### config.mk
export PLATFORM = sky130hd
export DESIGN_NAME = twi_mailbox
export DESIGN_NICKNAME = d
export VERILOG_FILES = /design/src/rtl/twi_mbx_pkg.sv /design/src/rtl/twi_line_sync.sv /design/src/rtl/twi_byte_engine.sv /design/src/rtl/twi_mbox_store.sv /design/src/rtl/twi_mailbox.sv
export SDC_FILE = /design/constraint.sdc
export NUM_CORES = 1
export LEC_CHECK = 0
export BUFFER_PORTS_ARGS = -buffer_cell sky130_fd_sc_hd__buf_2
export CORE_ASPECT_RATIO = 0.7
export CORE_MARGIN = 4
export CORE_UTILIZATION = 62
export DETAILED_ROUTE_END_ITERATION = 10
export GPL_TIMING_DRIVEN = 0
export PLACE_DENSITY = 0.85
export SLEW_MARGIN = 20
export SYNTH_ARGS = -nofsm -noshare
export SYNTH_HDL_FRONTEND = slang
export SYNTH_SLANG_ARGS = --single-unit
### constraint.sdc
create_clock -name clk -period 3.01 [get_ports clk]
set_clock_uncertainty 0.15 [all_clocks]
set_input_delay 0.602 -clock clk [delete_from_list [all_inputs] [get_ports clk]]
set_output_delay 0.602 -clock clk [all_outputs]
set_load 0.02 [all_outputs]
### src/rtl/twi_mbx_pkg.sv
package twi_mbx_pkg;

    localparam int BYTE_W = 8;

    typedef enum logic [2:0] {
        ST_IDLE,
        ST_RX,
        ST_RX_ACKW,
        ST_RX_ACK,
        ST_TX,
        ST_TX_ACK,
        ST_TX_NEXT,
        ST_IGNORE
    } bus_st_e;

    typedef struct packed {
        logic rise;
        logic fall;
        logic start;
        logic stop;
        logic sda;
    } bus_ev_t;

    typedef struct packed {
        logic [BYTE_W-1:0]   addr;
        logic [2*BYTE_W-1:0] data;
    } msg_t;

    function automatic logic addr_hit(input logic [BYTE_W-1:0] b, input logic [6:0] own);
        return b[BYTE_W-1:1] == own;
    endfunction

endpackage

### src/rtl/twi_line_sync.sv
module twi_line_sync
    import twi_mbx_pkg::*;
#(
    parameter int STAGES = 2
) (
    input  logic    clk,
    input  logic    rst,
    input  logic    scl_i,
    input  logic    sda_i,
    output bus_ev_t ev,
    output logic    scl_s
);
    localparam int LINES = 2;

    logic [LINES-1:0] raw;
    logic [LINES-1:0] cur;
    logic [LINES-1:0] prv;

    assign raw = {scl_i, sda_i};

    for (genvar g = 0; g < LINES; g++) begin : g_line
        logic [STAGES-1:0] chain;
        always_ff @(posedge clk) begin
            if (rst) begin
                chain  <= '1;
                prv[g] <= 1'b1;
            end else begin
                chain  <= {chain[STAGES-2:0], raw[g]};
                prv[g] <= chain[STAGES-1];
            end
        end
        assign cur[g] = chain[STAGES-1];
    end

    // index 1 is the clock line, index 0 the data line
    assign scl_s    = cur[1];
    assign ev.rise  = cur[1] & ~prv[1];
    assign ev.fall  = ~cur[1] & prv[1];
    assign ev.start = cur[1] & prv[1] & prv[0] & ~cur[0];
    assign ev.stop  = cur[1] & prv[1] & ~prv[0] & cur[0];
    assign ev.sda   = cur[0];

endmodule

### src/rtl/twi_byte_engine.sv
module twi_byte_engine
    import twi_mbx_pkg::*;
#(
    parameter logic [6:0] SLAVE_ADDR = 7'h38,
    parameter int         MBOX_BYTES = 4,
    localparam int        IDX_W      = $clog2(MBOX_BYTES)
) (
    input  logic              clk,
    input  logic              rst,
    input  bus_ev_t           ev,
    input  logic [BYTE_W-1:0] tx_byte,
    output logic [IDX_W-1:0]  tx_idx,
    output logic              msg_stb,
    output msg_t              msg,
    output logic              rd_done,
    output logic              sda_drive
);
    localparam int BIT_W = $clog2(BYTE_W + 1);
    localparam logic [BIT_W-1:0] LAST_BIT = BIT_W'(BYTE_W - 1);
    localparam logic [BIT_W-1:0] ALL_BITS = BIT_W'(BYTE_W);
    localparam logic [IDX_W-1:0] LAST_IDX = IDX_W'(MBOX_BYTES - 1);

    bus_st_e           st;
    logic [BIT_W-1:0]  bit_cnt;
    logic [2:0]        byte_idx;
    logic [BYTE_W-1:0] rx_sh;
    logic [BYTE_W-1:0] tx_sh;
    logic [BYTE_W-1:0] ptr;
    logic [BYTE_W-1:0] d_lo;
    logic [IDX_W-1:0]  rd_cnt;
    logic              first_pass;
    logic              is_read;
    logic              ack_nxt;
    logic [BYTE_W-1:0] rx_byte;

    assign rx_byte = {rx_sh[BYTE_W-2:0], ev.sda};
    assign tx_idx  = ptr[IDX_W-1:0] + rd_cnt;

    always_ff @(posedge clk) begin
        if (rst) begin
            st         <= ST_IDLE;
            bit_cnt    <= '0;
            byte_idx   <= '0;
            rx_sh      <= '0;
            tx_sh      <= '0;
            ptr        <= '0;
            d_lo       <= '0;
            rd_cnt     <= '0;
            first_pass <= 1'b0;
            is_read    <= 1'b0;
            ack_nxt    <= 1'b0;
            sda_drive  <= 1'b0;
            msg_stb    <= 1'b0;
            msg        <= '0;
            rd_done    <= 1'b0;
        end else begin
            msg_stb <= 1'b0;
            rd_done <= 1'b0;
            if (ev.start) begin
                st         <= ST_RX;
                bit_cnt    <= '0;
                byte_idx   <= '0;
                sda_drive  <= 1'b0;
                rd_cnt     <= '0;
                first_pass <= 1'b1;
            end else if (ev.stop) begin
                st        <= ST_IDLE;
                sda_drive <= 1'b0;
            end else begin
                case (st)
                    ST_RX: begin
                        if (ev.rise) begin
                            rx_sh <= rx_byte;
                            if (bit_cnt == LAST_BIT) begin
                                bit_cnt <= '0;
                                st      <= ST_RX_ACKW;
                                if (byte_idx != 3'd4) byte_idx <= byte_idx + 3'd1;
                                case (byte_idx)
                                    3'd0: begin
                                        ack_nxt <= addr_hit(rx_byte, SLAVE_ADDR);
                                        is_read <= rx_byte[0];
                                    end
                                    3'd1: begin
                                        ack_nxt <= 1'b1;
                                        ptr     <= rx_byte;
                                    end
                                    3'd2: begin
                                        ack_nxt <= 1'b1;
                                        d_lo    <= rx_byte;
                                    end
                                    3'd3: begin
                                        ack_nxt <= 1'b1;
                                        msg_stb <= 1'b1;
                                        msg     <= '{addr: ptr, data: {rx_byte, d_lo}};
                                    end
                                    default: ack_nxt <= 1'b0;
                                endcase
                            end else begin
                                bit_cnt <= bit_cnt + 1'b1;
                            end
                        end
                    end
                    ST_RX_ACKW: begin
                        if (ev.fall) begin
                            sda_drive <= ack_nxt;
                            st        <= ST_RX_ACK;
                        end
                    end
                    ST_RX_ACK: begin
                        if (ev.fall) begin
                            if (!ack_nxt) begin
                                sda_drive <= 1'b0;
                                st        <= ST_IGNORE;
                            end else if (is_read) begin
                                tx_sh     <= tx_byte;
                                sda_drive <= ~tx_byte[BYTE_W-1];
                                bit_cnt   <= '0;
                                st        <= ST_TX;
                            end else begin
                                sda_drive <= 1'b0;
                                st        <= ST_RX;
                            end
                        end
                    end
                    ST_TX: begin
                        if (ev.rise) begin
                            bit_cnt <= bit_cnt + 1'b1;
                        end else if (ev.fall) begin
                            if (bit_cnt == ALL_BITS) begin
                                sda_drive <= 1'b0;
                                st        <= ST_TX_ACK;
                            end else begin
                                tx_sh     <= tx_sh << 1;
                                sda_drive <= ~tx_sh[BYTE_W-2];
                            end
                        end
                    end
                    ST_TX_ACK: begin
                        if (ev.rise) begin
                            rd_cnt <= rd_cnt + 1'b1;
                            if (first_pass && rd_cnt == LAST_IDX) begin
                                rd_done    <= 1'b1;
                                first_pass <= 1'b0;
                            end
                            st <= ev.sda ? ST_IGNORE : ST_TX_NEXT;
                        end
                    end
                    ST_TX_NEXT: begin
                        if (ev.fall) begin
                            tx_sh     <= tx_byte;
                            sda_drive <= ~tx_byte[BYTE_W-1];
                            bit_cnt   <= '0;
                            st        <= ST_TX;
                        end
                    end
                    default: begin
                        sda_drive <= 1'b0;
                    end
                endcase
            end
        end
    end

endmodule

### src/rtl/twi_mbox_store.sv
module twi_mbox_store
    import twi_mbx_pkg::*;
#(
    parameter int  MBOX_BYTES = 4,
    localparam int IDX_W      = $clog2(MBOX_BYTES),
    localparam int WORD_W     = MBOX_BYTES * BYTE_W
) (
    input  logic                clk,
    input  logic                rst,
    input  logic                host_load,
    input  logic [WORD_W-1:0]   host_data,
    input  logic [IDX_W-1:0]    rd_idx,
    input  logic                rd_done,
    input  logic                msg_stb,
    input  msg_t                msg_in,
    output logic [BYTE_W-1:0]   rd_byte,
    output logic                irq_n,
    output logic                msg_valid,
    output msg_t                msg_out
);
    logic [WORD_W-1:0] word;
    logic [BYTE_W-1:0] lanes [MBOX_BYTES];

    for (genvar g = 0; g < MBOX_BYTES; g++) begin : g_lane
        assign lanes[g] = word[g*BYTE_W +: BYTE_W];
    end

    assign rd_byte = lanes[rd_idx];

    always_ff @(posedge clk) begin
        if (rst) begin
            word      <= '0;
            irq_n     <= 1'b1;
            msg_valid <= 1'b0;
            msg_out   <= '0;
        end else begin
            if (host_load) begin
                word  <= host_data;
                irq_n <= 1'b0;
            end else if (rd_done) begin
                irq_n <= 1'b1;
            end
            msg_valid <= msg_stb;
            if (msg_stb) msg_out <= msg_in;
        end
    end

endmodule

### src/rtl/twi_mailbox.sv
module twi_mailbox
    import twi_mbx_pkg::*;
#(
    parameter logic [6:0] SLAVE_ADDR  = 7'h38,
    parameter int         MBOX_BYTES  = 4,
    parameter int         SYNC_STAGES = 2
) (
    input  logic                         clk,
    input  logic                         rst,
    input  logic                         scl_i,
    input  logic                         sda_i,
    output logic                         sda_drive_o,
    input  logic                         host_load_i,
    input  logic [MBOX_BYTES*BYTE_W-1:0] host_data_i,
    output logic                         msg_valid_o,
    output logic [BYTE_W-1:0]            msg_addr_o,
    output logic [2*BYTE_W-1:0]          msg_data_o,
    output logic                         irq_n_o
);
    localparam int IDX_W = $clog2(MBOX_BYTES);

    bus_ev_t           ev;
    logic              scl_s;
    logic [IDX_W-1:0]  tx_idx;
    logic [BYTE_W-1:0] tx_byte;
    logic              msg_stb;
    msg_t              msg_int;
    msg_t              msg_q;
    logic              rd_done;

    twi_line_sync #(.STAGES(SYNC_STAGES)) u_sync (
        .clk   (clk),
        .rst   (rst),
        .scl_i (scl_i),
        .sda_i (sda_i),
        .ev    (ev),
        .scl_s (scl_s)
    );

    twi_byte_engine #(.SLAVE_ADDR(SLAVE_ADDR), .MBOX_BYTES(MBOX_BYTES)) u_eng (
        .clk       (clk),
        .rst       (rst),
        .ev        (ev),
        .tx_byte   (tx_byte),
        .tx_idx    (tx_idx),
        .msg_stb   (msg_stb),
        .msg       (msg_int),
        .rd_done   (rd_done),
        .sda_drive (sda_drive_o)
    );

    twi_mbox_store #(.MBOX_BYTES(MBOX_BYTES)) u_store (
        .clk       (clk),
        .rst       (rst),
        .host_load (host_load_i),
        .host_data (host_data_i),
        .rd_idx    (tx_idx),
        .rd_done   (rd_done),
        .msg_stb   (msg_stb),
        .msg_in    (msg_int),
        .rd_byte   (tx_byte),
        .irq_n     (irq_n_o),
        .msg_valid (msg_valid_o),
        .msg_out   (msg_q)
    );

    assign msg_addr_o = msg_q.addr;
    assign msg_data_o = msg_q.data;

endmodule

==> results.cfg, run 1 <==
[final_layout]
seq_area_um2 = 2720
fin_util_pct = 75.3
n_fill_cell = 623
multi_input_area_um2 = 2750
diodes = 0
synthToLayoutAreaGrowth_pct = 18.7
stdcell_count = 816
drive_gt1_share_pct = 23.6
final_nets = 726

[power_and_ir_drop]
irDropWorstVdd_uv = 489
p_per_area_nw_per_um2 = 614
leakage_nw = 2.88

[synth]
syn-num-nets = 646
yosys_warnings = 0
yosysSeqAreaShare_pct = 47.5
postSynthAreaPerCell_um2 = 9.55
netlist.area_leader.share_pct = 47.5
yosysTopAreaCell = dfxtp_1
ys_dominant_reg_cell = dfxtp_1
synthCells = 600
ys_types = 52
synth.area.top_cells = dfxtp_1, mux2i_1, nor2_1, nand2_1, a21oi_2
syn_area_um2 = 5730
synth-edff-count = 0
ys_seq_elements = 136
async_flop_share_pct = 0

[routing]
wl_per_cell_um = 17.6
wirelength_um = 14300
drcViolationCount = 0
final_antenna_net_count = 0
vias_per_cell = 5.77
vias = 4705
first_pass_iters = 5
drtIter0Drc = 390

[clocking]
cts_sinks = 136
path_clk_slew_ns = 0.06
cts_tree = done
holdBufCountCts = 0
postCtsSetupBuffers = 0
clk_latency_ns = 0.42
cts_max_level = 4
cts_root_buffer = clkbuf_16
cts_resized = 0
clockBufferDepth = 2
numCtsBuffers = 17

[worst_setup_path]
crit_chain = buf_2, nor3b_1, buf_2, o21ai_0, nand4_1, buf_2, a211oi_1, a211oi_1
end_kind = flop
crit_fanout = 10
crit_type = flop to flop
cp_top_family = buffers and inverters
worstPathRequired_ns = 3.19
path_buf_inv = 3
crit_path_start_kind = flop
crit_top_cell = buf_2
crit_path_max_incr_delay_ns = 0.53
timing.rr.end = u_eng.tx_sh[4]
rr_worst_depth = 8
r2r_start = u_eng.st[2]
arrival_ns = 2.78
ff2ff_setup_slack_ns = 0.40
crit_slowest_cell = nor3b_1

[floorplan]
rows = 29
start_util_pct = 63.4
ioPinCount = 64
core_um2 = 9030
die_area_um2 = 10900
die_height_um = 88.4
die_w_um = 123

[timing]
tightestPinTransition_ns = 0.844
setup_violations = 0
hold_ws_ns = 0.213
hold_viol = 0
slew_violations = 0
period_needed_ns = 2.61
fin_tns_setup_ns = 0
slew_headroom_pct = 43.7
fmax_ghz = 0.384
period_share_pct = 86.6
rsz0062_at_grt = no

[global_route]
antenna_found_initial = 0
grt-ovfl-total = 0
grt_pass1_vias = 4656
grt_util_all_layers_pct = 27.8
grt_pass1_wl_um = 23100
grt_max_degree = 17

[placement]
gp_congestion = 0.875
portBuffers = 61
placed_cells = 785
dpl.hpwl_um = 9440

[min_path]
hold-path-endpoint = u_sync.g_line[0].chain[0]
hp-class = input pin to flop
min_path_cells = 2
worst_hold_startpoint = sda_i

[flow_run]
maxCapViolCount = 0

[status]
outcome = completed
[power breakdown]
part / switching, mW / internal, mW / leakage (nW)
registers: 0.0196 / 1.83 / 1.10
logic: 0.104 / 0.0671 / 1.47
clock network: 0.788 / 1.36 / 0.304
[placed cells by master, fill, tap and decap left out, drive strengths merged, types with 2 or more instances in the layout]
cell	netlist	layout
inv	12	13
buf	12	73
o21ai	10	10
and3	2	2
nand4	4	4
nor3	3	3
mux4	2	2
a211oi	12	12
dfxtp	136	136
nand2b	5	5
clkinv	0	6
xnor2	2	2
nor2b	9	9
and3b	4	4
o21a	2	2
or2b	2	2
or2	8	8
nor2	97	97
a21oi	39	39
mux2i	90	90
nor3b	3	3
nand3	16	16
bufinv	0	3
clkbuf	27	47
nand3b	2	2
o22ai	6	6
ha	9	9
a311oi	2	2
nand2	69	69
o21bai	2	2
[layout make-up]
class                           count  area share, %
Multi-Input combinational cell    413           40.4
Tap cell                          124           2.28
Clock buffer                       20           6.86
Clock inverter                     11           2.15
Inverter                           12          0.662
Buffer                             39           3.09
Sequential cell                   136           40.0
Timing Repair Buffer               61           4.49
[worst register-to-register path, stage by stage, from the launching register on]
cell,delay [ns]
dfxtp_1,0.32
buf_2,0.21
nor3b_1,0.53
buf_2,0.35
o21ai_0,0.12
nand4_1,0.22
buf_2,0.28
a211oi_1,0.09
a211oi_1,0.25
[Yosys cell counts, types with 2 or more instances]
| library cell | count |
|---|---|
| nor3b_1 | 2 |
| nand2b_1 | 4 |
| a21oi_1 | 19 |
| o21ai_0 | 10 |
| xnor2_1 | 2 |
| nand4_1 | 4 |
| a311oi_1 | 2 |
| or2b_1 | 2 |
| a211oi_1 | 12 |
| nor2_1 | 97 |
| nand3b_1 | 2 |
| buf_12 | 2 |
| and3b_1 | 3 |
| mux4_2 | 2 |
| ha_1 | 9 |
| clkbuf_1 | 27 |
| buf_2 | 7 |
| dfxtp_1 | 136 |
| or2_2 | 8 |
| nand2_2 | 19 |
| o21bai_1 | 2 |
| nor3_1 | 3 |
| o21a_1 | 2 |
| nand2_1 | 50 |
| o22ai_1 | 6 |
| mux2i_1 | 90 |
| a21oi_2 | 20 |
| nand3_1 | 14 |
| nor2b_1 | 9 |
| nand3_2 | 2 |
| inv_1 | 12 |
[registers in the layout (all words and copies together), names as in the netlist, 2 cells and up]
register	flops
u_sync.prv	2
u_eng.msg	24
u_eng.bit_cnt	4
u_eng.byte_idx	3
u_sync.g_line.chain	4
u_eng.d_lo	8
u_eng.rd_cnt	2
u_store.msg_out	24
u_eng.ptr	8
u_eng.st	3
u_store.word	32
u_eng.rx_sh	7
u_eng.tx_sh	7
[through the flow]
step	worst slack, ns	instance area, um^2	power [mW]
after floorplan	1.12	5730	1.99
after global placement	0.665	6190	2.04
after detailed placement	0.634	6190	2.05
after CTS	0.502	6800	4.18
after global routing	0.366	6800	4.27
final	0.404	6800	4.18
[cell families (layout without fill, tap and decap cells)]
logic type	Yosys count	after routing	share of synthesized area, %
xor gates and xnor gates	4	4	0.852
buffers and inverters	51	143	4.46
AOI/OAI and AO/OA	82	82	9.96
muxes	92	92	16.5
DFF	136	136	47.5
and+or+nand+nor	226	226	18.7
adders and majority gates	9	9	1.97
[per-layer routing]
layer	routed length, um	track usage [%]
met1	6360	36.3
met2	6600	43.9
met3	1030	7.67
met4	357	11.8
met5	0	0
[how the worst max path moves through the flow]
stage / end / startpoint / slack [ns] / cells past startpoint
4_1_cts: u_eng.tx_sh[4] / u_eng.st[2] / 0.50 / 8
5_1_grt: u_eng.tx_sh[4] / u_eng.st[2] / 0.37 / 8
2_1_floorplan: u_eng.msg[15] / u_eng.bit_cnt[0] / 1.12 / 8
3_5_place_dp: u_eng.tx_sh[4] / u_eng.st[2] / 0.63 / 8
6_report: u_eng.tx_sh[4] / u_eng.st[2] / 0.40 / 8
3_3_place_gp: u_eng.tx_sh[0] / u_eng.st[2] / 0.66 / 8
No activity file was read; power rests on OpenSTA's default activity.
==> run 2: changes to the inputs <==
Settings changed: RECOVER_POWER from default to 25.
==> run 2 against run 1 <==
Effect of this change:
- non-clock buffer count stayed put
- critical path depth stayed put
- die area stayed put
- cell count stayed put
- combinational power hardly changed
- worst hold slack hardly changed
- first-iteration DRC count is 2.8% higher
- sequential share of layout area is 0.20 points higher
- global-route usage stayed put
- clock power hardly changed
- maximum frequency is 0.21% higher
- design area is 0.50% lower
- critical path type unchanged
- largest cell class unchanged
==> results.cfg, run 2 (synthesis results as in run 1) <==
[status]
outcome = completed

[timing]
fin_tns_setup_ns = 0
rsz0062_at_grt = no
slew_headroom_pct = 43.7
period_share_pct = 86.4
tightestPinTransition_ns = 0.844
hold_viol = 0
slew_violations = 0
setup_violations = 0
period_needed_ns = 2.60
fmax_ghz = 0.385

[floorplan]
rows = 29
die_height_um = 88.4
ioPinCount = 64
start_util_pct = 63.4
die_w_um = 123
core_um2 = 9030
die_area_um2 = 10900

[worst_setup_path]
r2r_start = u_eng.st[2]
rr_worst_depth = 8
crit_slowest_cell = nor3b_1
crit_chain = buf_2, nor3b_1, buf_2, o21ai_0, nand4_1, buf_2, a211oi_1, a211oi_1
crit_type = flop to flop
crit_top_cell = buf_2
timing.rr.end = u_eng.tx_sh[4]
path_buf_inv = 3
crit_path_start_kind = flop
worstPathRequired_ns = 3.19
end_kind = flop
cp_top_family = buffers and inverters
ff2ff_setup_slack_ns = 0.41
crit_fanout = 10
crit_cells = 8
arrival_ns = 2.78
crit_path_max_incr_delay_ns = 0.52

[final_layout]
synthToLayoutAreaGrowth_pct = 18.2
drive_gt1_share_pct = 19.7
top_regs = u_store.word x32, u_eng.msg x24, u_store.msg_out x24
largest_register_ffs = 32
regMostFlops = u_store.word
mostFrequentLayoutCells = dfxtp_1, nor2_1, mux2i_1, clkbuf_1, nand2_1
fin_area_um2 = 6770
final_nets = 726
diodes = 0
final_common_cell = dfxtp_1

[global_route]
grt_util_all_layers_pct = 27.8
grt_pass1_vias = 4656
antenna_found_initial = 0
grt-ovfl-total = 0
grt_max_degree = 17
grt_pass1_wl_um = 23100

[clocking]
cts_root_buffer = clkbuf_16
cts_sinks = 136
cts_max_level = 4
clockBufferDepth = 2
cts_resized = 0
postCtsSetupBuffers = 0
numCtsBuffers = 17
path_clk_slew_ns = 0.06
clk_latency_ns = 0.42
cts_tree = done
holdBufCountCts = 0

[power_and_ir_drop]
p_per_area_nw_per_um2 = 618
p_int_mw = 3.26
seqPwrFrac_pct = 44.3
p_clk_share_pct = 51.6
power.switching_mw = 0.916
swShare_pct = 21.9
irDropWorstVdd_uv = 486
leakage_nw = 2.76
power_frac_comb_pct = 4.1

[min_path]
hold-path-endpoint = u_sync.g_line[0].chain[0]
worst_hold_startpoint = sda_i
hp-class = input pin to flop
min_path_cells = 2

[routing]
final_antenna_net_count = 0
drtIter0Drc = 401
drcViolationCount = 0
vias_per_cell = 5.75
first_pass_iters = 5
wl_per_cell_um = 17.6
wirelength_um = 14400
vias = 4689

[placement]
place_area_um2 = 6190
portBuffers = 61
gp_congestion = 0.875
dpl.hpwl_um = 9440

[flow_run]
maxCapViolCount = 0
-- run 2: changes by cell type in the layout (fill, tap and decap cells not counted) --
cell | previous run | this run
buf_2 | 68 | 41
clkbuf_1 | 27 | 54
-- run 2: per-layer routing --
layer	vias to the layer above	global-route usage, %	routed length, um
met2	202	43.9	6570
met1	2246	36.3	6430
li1	2198	-	-
met3	43	7.67	994
met5	-	0	0
met4	0	11.8	378
-- run 2: how the worst max path moves through the flow --
stage,from,endpoint,slack [ns]
after floorplan,u_eng.bit_cnt[0],u_eng.msg[15],1.12
after global placement,u_eng.st[2],u_eng.tx_sh[0],0.66
after detailed placement,u_eng.st[2],u_eng.tx_sh[4],0.63
after CTS,u_eng.st[2],u_eng.tx_sh[4],0.50
after global routing,u_eng.st[2],u_eng.tx_sh[4],0.37
final,u_eng.st[2],u_eng.tx_sh[4],0.41
-- run 2: metrics by stage --
| stage | cells | total power [mW] | setup slack, ns | util [%] | hold slack, ns |
|---|---|---|---|---|---|
| 3_3_place_gp | 785 | 2.04 | 0.665 | 68.5 | 0.247 |
| 5_1_grt | 816 | 4.27 | 0.366 | 74.9 | 0.215 |
| 3_5_place_dp | 785 | 2.05 | 0.634 | 68.5 | 0.252 |
| 4_1_cts | 816 | 4.18 | 0.502 | 75.3 | 0.208 |
| 6_report | 816 | 4.18 | 0.410 | 74.9 | 0.213 |
| 2_1_floorplan | 600 | 1.99 | 1.12 | - | 0.239 |
-- run 2: final cells by class --
cell class                      count  area, um^2
Inverter                           12        45.0
Clock buffer                       20         467
Fill cell                         625        2270
Timing Repair Buffer               61         272
Multi-Input combinational cell    413        2750
Tap cell                          124         155
Sequential cell                   136        2720
Clock inverter                     11         146
Buffer                             39         210
-- run 2: power groups by stage --
stage | sequential, mW | combinational, mW | clock [mW]
6_report | 1.85 | 0.171 | 2.16
2_1_floorplan | 1.89 | 0.105 | 0
3_5_place_dp | 1.89 | 0.165 | 0
3_3_place_gp | 1.89 | 0.157 | 0
4_1_cts | 1.85 | 0.168 | 2.16
5_1_grt | 1.85 | 0.185 | 2.23
